==> src/rtl/ovp_pkg.sv <==
package ovp_pkg;
  typedef enum logic {
    ST_RUN = 1'b0,
    ST_OFF = 1'b1
  } ovp_state_e;
endpackage

==> src/rtl/ovp_rst_sync.sv <==
module ovp_rst_sync (
  input  logic clk,
  input  logic rst_n,
  output logic rst_sync_n
);
  logic meta_q;
  logic sync_q;

  always_ff @(posedge clk or negedge rst_n) begin
    if (!rst_n) begin
      meta_q <= 1'b0;
      sync_q <= 1'b0;
    end else begin
      meta_q <= 1'b1;
      sync_q <= meta_q;
    end
  end

  assign rst_sync_n = sync_q;
endmodule

==> src/rtl/ovp_hyst_cmp.sv <==
module ovp_hyst_cmp #(
  parameter int PCT_W    = 8,
  parameter int TRIP_PCT = 127,
  parameter int HYST_PCT = 5
) (
  input  logic             clk,
  input  logic             rst_n,
  input  logic             upd,
  input  logic [PCT_W-1:0] pct,
  output logic             over
);
  localparam logic [PCT_W-1:0] SetLvl = PCT_W'(TRIP_PCT);
  localparam logic [PCT_W-1:0] ClrLvl = PCT_W'(TRIP_PCT - HYST_PCT);

  logic over_q;
  logic over_d;

  always_comb begin
    over_d = over_q;
    if (pct >= SetLvl) begin
      over_d = 1'b1;
    end else if (pct < ClrLvl) begin
      over_d = 1'b0;
    end
  end

  always_ff @(posedge clk or negedge rst_n) begin
    if (!rst_n) begin
      over_q <= 1'b0;
    end else if (upd) begin
      over_q <= over_d;
    end
  end

  assign over = over_q;
endmodule

==> src/rtl/ovp_tick_timer.sv <==
module ovp_tick_timer #(
  parameter int LIMIT = 112
) (
  input  logic clk,
  input  logic rst_n,
  input  logic clr,
  input  logic step,
  output logic done
);
  localparam int W = (LIMIT > 1) ? $clog2(LIMIT) : 1;
  localparam logic [W-1:0] LastVal = W'(LIMIT - 1);

  logic [W-1:0] cnt_q;
  logic [W-1:0] cnt_d;
  logic         cnt_ce;
  logic         at_last;

  assign at_last = (cnt_q == LastVal);
  assign done    = step && at_last && !clr;
  assign cnt_ce  = clr || step;

  always_comb begin
    if (clr || at_last) begin
      cnt_d = '0;
    end else begin
      cnt_d = cnt_q + W'(1);
    end
  end

  always_ff @(posedge clk or negedge rst_n) begin
    if (!rst_n) begin
      cnt_q <= '0;
    end else if (cnt_ce) begin
      cnt_q <= cnt_d;
    end
  end
endmodule

==> src/rtl/ovp_hiccup_timer.sv <==
module ovp_hiccup_timer #(
  parameter int PCT_W      = 8,
  parameter int TRIP_PCT   = 127,
  parameter int HYST_PCT   = 5,
  parameter int QUAL_TICKS = 112,
  parameter int OFF_TICKS  = 3000,
  parameter int CNT_W      = 4
) (
  input  logic             clk,
  input  logic             rst_n,
  input  logic             tick,
  input  logic             est_vld,
  input  logic [PCT_W-1:0] est_pct,
  output logic             gate_inhibit,
  output logic             over_flag,
  output logic [CNT_W-1:0] hiccup_count
);
  import ovp_pkg::*;

  localparam logic [CNT_W-1:0] CntMax = '1;

  logic       rst_sync_n;
  ovp_state_e state_q;
  ovp_state_e state_d;
  logic       over_w;
  logic       qual_done;
  logic       off_done;
  logic       qual_clr;
  logic       qual_step;
  logic       off_clr;
  logic       off_step;
  logic       enter_off;
  logic [CNT_W-1:0] cnt_q;
  logic [CNT_W-1:0] cnt_d;
  logic             cnt_ce;

  ovp_rst_sync u_rst_sync (
    .clk        (clk),
    .rst_n      (rst_n),
    .rst_sync_n (rst_sync_n)
  );

  ovp_hyst_cmp #(
    .PCT_W    (PCT_W),
    .TRIP_PCT (TRIP_PCT),
    .HYST_PCT (HYST_PCT)
  ) u_cmp (
    .clk   (clk),
    .rst_n (rst_sync_n),
    .upd   (est_vld),
    .pct   (est_pct),
    .over  (over_w)
  );

  // qualification window: runs only in RUN while the comparator holds
  assign qual_clr  = (state_q != ST_RUN) || !over_w;
  assign qual_step = tick && over_w && (state_q == ST_RUN);

  ovp_tick_timer #(.LIMIT(QUAL_TICKS)) u_qual (
    .clk   (clk),
    .rst_n (rst_sync_n),
    .clr   (qual_clr),
    .step  (qual_step),
    .done  (qual_done)
  );

  // off interval: runs only in OFF, independent of the estimate
  assign off_clr  = (state_q != ST_OFF);
  assign off_step = tick && (state_q == ST_OFF);

  ovp_tick_timer #(.LIMIT(OFF_TICKS)) u_off (
    .clk   (clk),
    .rst_n (rst_sync_n),
    .clr   (off_clr),
    .step  (off_step),
    .done  (off_done)
  );

  always_comb begin
    state_d = state_q;
    unique case (state_q)
      ST_RUN:  if (qual_done) state_d = ST_OFF;
      ST_OFF:  if (off_done)  state_d = ST_RUN;
      default: state_d = ST_RUN;
    endcase
  end

  always_ff @(posedge clk or negedge rst_sync_n) begin
    if (!rst_sync_n) begin
      state_q <= ST_RUN;
    end else begin
      state_q <= state_d;
    end
  end

  assign enter_off = (state_q == ST_RUN) && (state_d == ST_OFF);
  assign cnt_ce    = enter_off && (cnt_q != CntMax);
  assign cnt_d     = cnt_q + CNT_W'(1);

  always_ff @(posedge clk or negedge rst_sync_n) begin
    if (!rst_sync_n) begin
      cnt_q <= '0;
    end else if (cnt_ce) begin
      cnt_q <= cnt_d;
    end
  end

  assign gate_inhibit = (state_q == ST_OFF);
  assign over_flag    = over_w;
  assign hiccup_count = cnt_q;
endmodule

==> config.mk <==
export PLATFORM = sky130hd
export DESIGN_NAME = ovp_hiccup_timer
export DESIGN_NICKNAME = d
export VERILOG_FILES = /design/src/rtl/ovp_pkg.sv /design/src/rtl/ovp_rst_sync.sv /design/src/rtl/ovp_hyst_cmp.sv /design/src/rtl/ovp_tick_timer.sv /design/src/rtl/ovp_hiccup_timer.sv
export SDC_FILE = /design/constraint.sdc
export NUM_CORES = 1
export LEC_CHECK = 0
export BUFFER_PORTS_ARGS = -buffer_cell sky130_fd_sc_hd__buf_2
export CORE_UTILIZATION = 50
export DETAILED_ROUTE_END_ITERATION = 7
export MAX_ROUTING_LAYER = met4
export PLACE_DENSITY = 0.73
export SYNTH_ARGS = -nofsm -noshare
export SYNTH_HDL_FRONTEND = slang
export SYNTH_SLANG_ARGS = --single-unit
==> constraint.sdc <==
create_clock -name clk -period 0.9 [get_ports clk]
set_input_delay 0.135 -clock clk [delete_from_list [all_inputs] [get_ports clk]]
set_output_delay 0.135 -clock clk [all_outputs]
set_load 0.02 [all_outputs]
==> results.json, run 1 <==
{
  "dr.pass1.iters": 4,
  "violations": "negative setup slack",
  "tritoncts": "built",
  "chipHeight_um": 54.40,
  "layout_setup_ws_ns": -0.8540,
  "synth-async-reset-ratio_pct": 100.0,
  "cp.arrival_ns": 1.98,
  "ys_seq_area_share_pct": 49.23,
  "crit_path_end_kind": "flip-flop",
  "cp_top_family": "flip-flops",
  "p_int_mw": 1.521,
  "netlist_top_cells_count": "dfrtp_1 (27), nand2_1 (13), nor2_1 (8)",
  "synth_edf_count": 0,
  "maxCapViolCount": 0,
  "switching_share_pct": 26.79,
  "rsz0062_at_grt": "yes",
  "core_area_um2": 2545,
  "overflow": 0,
  "cp.required_ns": 1.13,
  "die_area_um2": 2959,
  "synth_flop_cell": "dfrtp_1",
  "avgViaCountPerCell": 6.004,
  "synth_top_area_share_pct": 49.23,
  "cts_max_level": 1,
  "min_path_type": "input port to flip-flop",
  "crit_start": "u_off.cnt_q[1]",
  "synth-seq-cells": 27,
  "power_density_nw_per_um2": 917.1,
  "cpPeakStageDelay_ns": 0.44,
  "syn_nets": 153,
  "crit_end": "gate_inhibit",
  "wl_per_cell_um": 20.07,
  "nNetsFinal": 235,
  "path_class": "flip-flop to flip-flop",
  "die_w_um": 54.40,
  "min-delay-start": "est_pct[7]",
  "num_rows": 18,
  "final.setup_skew_ns": 0.009880,
  "root_buffer": "clkbuf_4",
  "n_antenna_cell": 0,
  "cpMaxStageDelayCell": "dfrtp_1",
  "initial_core_util_pct": 53.93,
  "max_freq_mhz": 570.1,
  "cts_buffers": 3,
  "leakage_nw": 1.009,
  "synthDistinctLibCells": 36,
  "r2r_cells": 7,
  "synth.avg_cell_area_um2": 9.946,
  "status": "finished with violations",
  "antenna_found_initial": 0,
  "drc": 0,
  "antenna_left": 0,
  "clkTransAtPathRegs_ns": 0.15,
  "clock_latency_ns": 0.34,
  "p_switching_mw": 0.5568,
  "syn_to_final_growth_pct": 65.09,
  "grt_max_degree": 26,
  "crit_cells": 7,
  "synth_top_cell_by_area": "dfrtp_1",
  "hold_viol_final": 0,
  "pre_cts_slack_ns": -0.7722,
  "p_clk_share_pct": 26.5,
  "seqPwrFrac_pct": 60.1,
  "p_comb_share_pct": 13.4,
  "num_vias": 1495,
  "finalMaxSlewViolations": 0,
  "wl_mm": 4.997,
  "fin_area_um2": 2266,
  "yosysWarnings": 0,
  "synth_cells": 138,
  "finalPower_mw": 2.078,
  "synth_most_common_cell": "dfrtp_1",
  "crit_fanout": 5,
  "rr_endpoint": "gate_inhibit",
  "min_period_ns": 1.754,
  "critPathLaunchType": "flip-flop",
  "grt_pass1_wl_mm": 5.837,
  "placed_area_um2": 1884,
  "io_buffers": 17,
  "min_period_over_period_pct": 194.9,
  "post-dp-hpwl_mm": 2.392,
  "ir_drop_mv": 1.059,
  "clkSinkCount": 27,
  "synthTopCellsByArea": "dfrtp_1 (49%), xnor2_1 (4.5%), nand2_1 (3.6%)",
  "regToRegSetupSlack_ns": -0.85,
  "finalSetupViolCount": 31,
  "netlist_area_um2": 1373,
  "drive_gt1_share_pct": 56.62,
  "ios": 18,
  "fill_cells": 105,
  "grt_util_all_layers_pct": 29.85,
  "routabilityCongestion": 0.8565,
  "drt-initial-drc-count": 36,
  "cp.buffers_inverters": 2,
  "cts_buffer_depth": 2,
  "path_cells": "ha_2, and3_4, buf_6, nand4_1, o21ai_2, buf_4, o21ai_1",
  "reg2reg_from": "u_off.cnt_q[1]",
  "grt_pass1_vias": 1377
}
-- metrics by stage --
step / utilization, % / std cells / hold WS (ns) / TNS, ns
after floorplan: - / 138 / -0.1606 / -11.56
after global placement: 74.04 / 227 / -0.08053 / -13.14
after detailed placement: 74.04 / 227 / -0.07820 / -14.13
after CTS: 82.15 / 238 / 0.02891 / -15.40
after global routing: 89.04 / 249 / 0.03200 / -19.00
final: 89.04 / 249 / 0.03262 / -18.24
-- registers in the layout, indices dropped and copies added (netlist names) --
name,flops
u_rst_sync.rst_sync_n,1
u_qual.cnt_q,7
gate_inhibit,1
u_off.cnt_q,12
u_rst_sync.meta_q,1
u_cmp.over,1
hiccup_count,4
-- kinds of logic after synthesis --
family                   synth area share (%)
adder cells (fa/ha/maj)                 2.735
buffers and inverters                   2.188
AO/OA/AOI/OAI                           8.022
flip-flops                              49.23
XOR/XNOR                                7.657
other                                  0.2732
multiplexers                            2.370
AND/OR/NAND/NOR                         27.53
-- power groups by stage --
stage | Sequential [mW] | Clock, mW | Combinational, mW
2_1_floorplan | 1.29 | 0 | 0.0645
3_3_place_gp | 1.26 | 0 | 0.174
3_5_place_dp | 1.27 | 0 | 0.184
4_1_cts | 1.24 | 0.543 | 0.228
5_1_grt | 1.25 | 0.589 | 0.294
6_report | 1.25 | 0.550 | 0.279
-- cell usage in the layout (no fill, tap or decap), types with 3 or more instances in the layout --
cell type	instances
buf_4	50
dfrtp_1	23
buf_6	17
nand2_1	11
buf_2	11
xnor2_1	7
nand4_1	6
a21oi_2	5
nor2_1	5
or3_1	5
xor2_1	5
and3_4	4
dfrtp_2	4
inv_1	3
nand3_1	3
nor4_1	3
a21boi_1	3
nor3_4	3
ha_2	3
clkbuf_4	3
-- worst reg2reg max path, cell delays in order, from the launching register on --
cell and delay (ns):
dfrtp_1 0.44, ha_2 0.22, and3_4 0.21, buf_6 0.10, nand4_1 0.17, o21ai_2 0.23, buf_4 0.19, o21ai_1 0.09
-- layer usage --
layer	wire length, µm	GRT usage, %	part of all wire, %
met1	1932	29.00	39
met2	2610	55.69	52
met3	200	4.444	4.0
met4	254	16.67	5.1
met5	0	-	0
-- area by class of cell --
class,instances,area (µm²),area share [%]
timing repair buffer,80,651.9,28.77
clock buffer,3,22.52,0.9939
multi-input combinational,105,857.1,37.82
tap,30,37.54,1.657
clock inverter,1,5.005,0.2209
inverter,3,11.26,0.4970
sequential,27,680.7,30.04
-- worst min path at each step --
stage	endpoint	slack [ns]	cells after the start
6_report	u_cmp.over	0.03	2
5_1_grt	u_cmp.over	0.03	2
4_1_cts	u_cmp.over	0.03	2
3_5_place_dp	u_rst_sync.meta_q	-0.08	1
3_3_place_gp	u_rst_sync.rst_sync_n	-0.08	1
2_1_floorplan	u_rst_sync.meta_q	-0.16	0
-- timing repair --
action                     4_1_cts  5_1_grt
hold buffers                     1        0
buffers inserted                 6       14
cloned                           0        1
setup endpoints to repair       31       31
resized for setup               33       28
pin swaps                       10       10
hold endpoints to repair         2        0
No activity file was read; power rests on OpenSTA's default activity.
==> inputs of run 2 (changes only) <==
Settings changed: CTS_CLUSTER_SIZE from default to 28, MAX_ROUTING_LAYER met4 to default.
==> run 2 against run 1 <==
Net effect: the flow still finishes with violations (negative setup slack); sequential share of layout area is the same; clock-buffer cell count is the same; die area is the same; sequential power is essentially flat; critical path depth is the same; final cell count is the same; clock power shrank 0.7%; maximum frequency shrank 0.80%; non-clock buffer count is the same; total power shrank 0.16%; routed wire length shrank 0.22%; critical path type unchanged; critical endpoint unchanged.
==> results.json, run 2 (synthesis results as in run 1) <==
{
  "initial_core_util_pct": 53.93,
  "antenna_found_initial": 0,
  "crit_fanout": 5,
  "avgViaCountPerCell": 5.980,
  "ir_drop_mv": 1.065,
  "final_cell_mix": "buf_4 (50), dfrtp_1 (23), buf_6 (17)",
  "routabilityCongestion": 0.8433,
  "dr.pass1.iters": 4,
  "io_buffers": 17,
  "grt_max_degree": 26,
  "grt_pass1_vias": 1372,
  "violations": "negative setup slack",
  "core_area_um2": 2545,
  "cpMaxStageDelayCell": "dfrtp_1",
  "overflow": 0,
  "crit_path_end_kind": "flip-flop",
  "wl_per_cell_um": 20.02,
  "die_area_um2": 2959,
  "path_class": "flip-flop to flip-flop",
  "critPathLaunchType": "flip-flop",
  "n_antenna_cell": 0,
  "dpl.cell_count": 227,
  "layout_commonest_cell": "buf_4",
  "leakage_nw": 1.009,
  "cp.required_ns": 1.12,
  "cts_buffer_depth": 2,
  "placed_area_um2": 1884,
  "tritoncts": "built",
  "rsz0062_at_grt": "yes",
  "cp.arrival_ns": 1.99,
  "nNetsFinal": 235,
  "grt_pass1_wl_mm": 5.844,
  "stdcell_count": 249,
  "cpPeakStageDelay_ns": 0.44,
  "power_density_nw_per_um2": 915.6,
  "min_period_ns": 1.768,
  "die_w_um": 54.40,
  "clock_latency_ns": 0.34,
  "clkSinkCount": 27,
  "cts_max_level": 1,
  "grt_util_all_layers_pct": 29.07,
  "path_cells": "ha_2, and3_4, buf_6, nand4_1, o21ai_2, buf_4, o21ai_1",
  "largest_register_ffs": 12,
  "num_rows": 18,
  "syn_to_final_growth_pct": 65.09,
  "maxCapViolCount": 0,
  "hold_viol_final": 0,
  "finalMaxSlewViolations": 0,
  "drive_gt1_share_pct": 56.62,
  "min_path_type": "input port to flip-flop",
  "max_freq_mhz": 565.6,
  "finalPower_mw": 2.075,
  "top_register": "u_off.cnt_q",
  "num_vias": 1489,
  "cts_buffers": 3,
  "chipHeight_um": 54.40,
  "clkTransAtPathRegs_ns": 0.16,
  "post-dp-hpwl_mm": 2.392,
  "min_period_over_period_pct": 196.5,
  "antenna_left": 0,
  "drc": 0,
  "layout_setup_ws_ns": -0.8681,
  "root_buffer": "clkbuf_4",
  "finalSetupViolCount": 31,
  "drt-initial-drc-count": 35,
  "final.setup_skew_ns": 0.01389,
  "wl_mm": 4.986,
  "fin_tns_setup_ns": -18.51,
  "fin_area_um2": 2266,
  "ios": 18,
  "status": "finished with violations"
}
==> run 2: cell counts in the layout (fill, tap and decap cells not counted) <==
Identical to the previous run, type by type.
==> run 2: where the power goes <==
group | internal (mW) | switching, mW | total, mW | leakage, nW
Sequential | 1.23 | 0.0171 | 1.25 | 0.364
Combinational | 0.122 | 0.158 | 0.280 | 0.628
Clock | 0.167 | 0.379 | 0.546 | 0.0177
Total | 1.52 | 0.554 | 2.07 | 1.01
==> run 2: repair_timing <==
| action | CTS | global route |
|---|---|---|
| pin swaps | 10 | 10 |
| setup endpoints to repair | 31 | 31 |
| resized for setup | 33 | 28 |
| cloned | 0 | 1 |
| endpoints found under the hold margin | 2 | 0 |
| hold buffers | 1 | 0 |
| buffers inserted | 6 | 14 |
==> run 2: path summary, 6_finish.rpt <==
path,from,cells after the start,end,slack [ns]
setup / recovery,u_off.cnt_q[1],7,gate_inhibit,-0.87
hold / removal,est_pct[7],2,u_cmp.over,0.04
setup reg to reg,u_off.cnt_q[1],7,gate_inhibit,-0.87
hold reg to reg,u_rst_sync.rst_sync_n,1,u_off.cnt_q[1],0.22
max in group asynchronous,u_rst_sync.rst_sync_n,1,gate_inhibit,0.50
min in group asynchronous,rst_n,2,u_rst_sync.rst_sync_n,0.07
==> run 2: stage by stage <==
step / setup WS (ns) / util [%] / hold WS (ns)
final: -0.8681 / 89.04 / 0.03581
after global routing: -0.8906 / 89.04 / 0.03199
after CTS: -0.6789 / 82.15 / 0.02891
after detailed placement: -0.7722 / 74.04 / -0.07820
after global placement: -0.6716 / 74.04 / -0.08053
after floorplan: -0.7065 / - / -0.1606
==> run 2: area by class of cell <==
cell class / instances / area, µm²
clock buffers: 3 / 22.52
inverters: 3 / 11.26
well taps: 30 / 37.54
multi-input cells: 105 / 857.1
fillers: 105 / 279.0
repair buffers: 80 / 651.9
flip-flops and latches: 27 / 680.7
clock inverters: 1 / 5.005
==> run 2: layer usage <==
metal	track usage, %	part of all wire (%)	up-vias	wire length, µm
met3	4.444	4.6	14	227
met4	16.67	3.0	0	150
li1	-	-	657	-
met1	29.35	39	755	1937
met5	0	0	-	0
met2	55.49	54	63	2670
==> run 2: worst max-delay path: cells and delay by family, from the launching register on <==
family | cells | cell delay, ns
flops | 1 | 0.44
buf+inv | 2 | 0.29
compound gates | 2 | 0.32
simple gates | 2 | 0.38
fa+ha+maj | 1 | 0.22
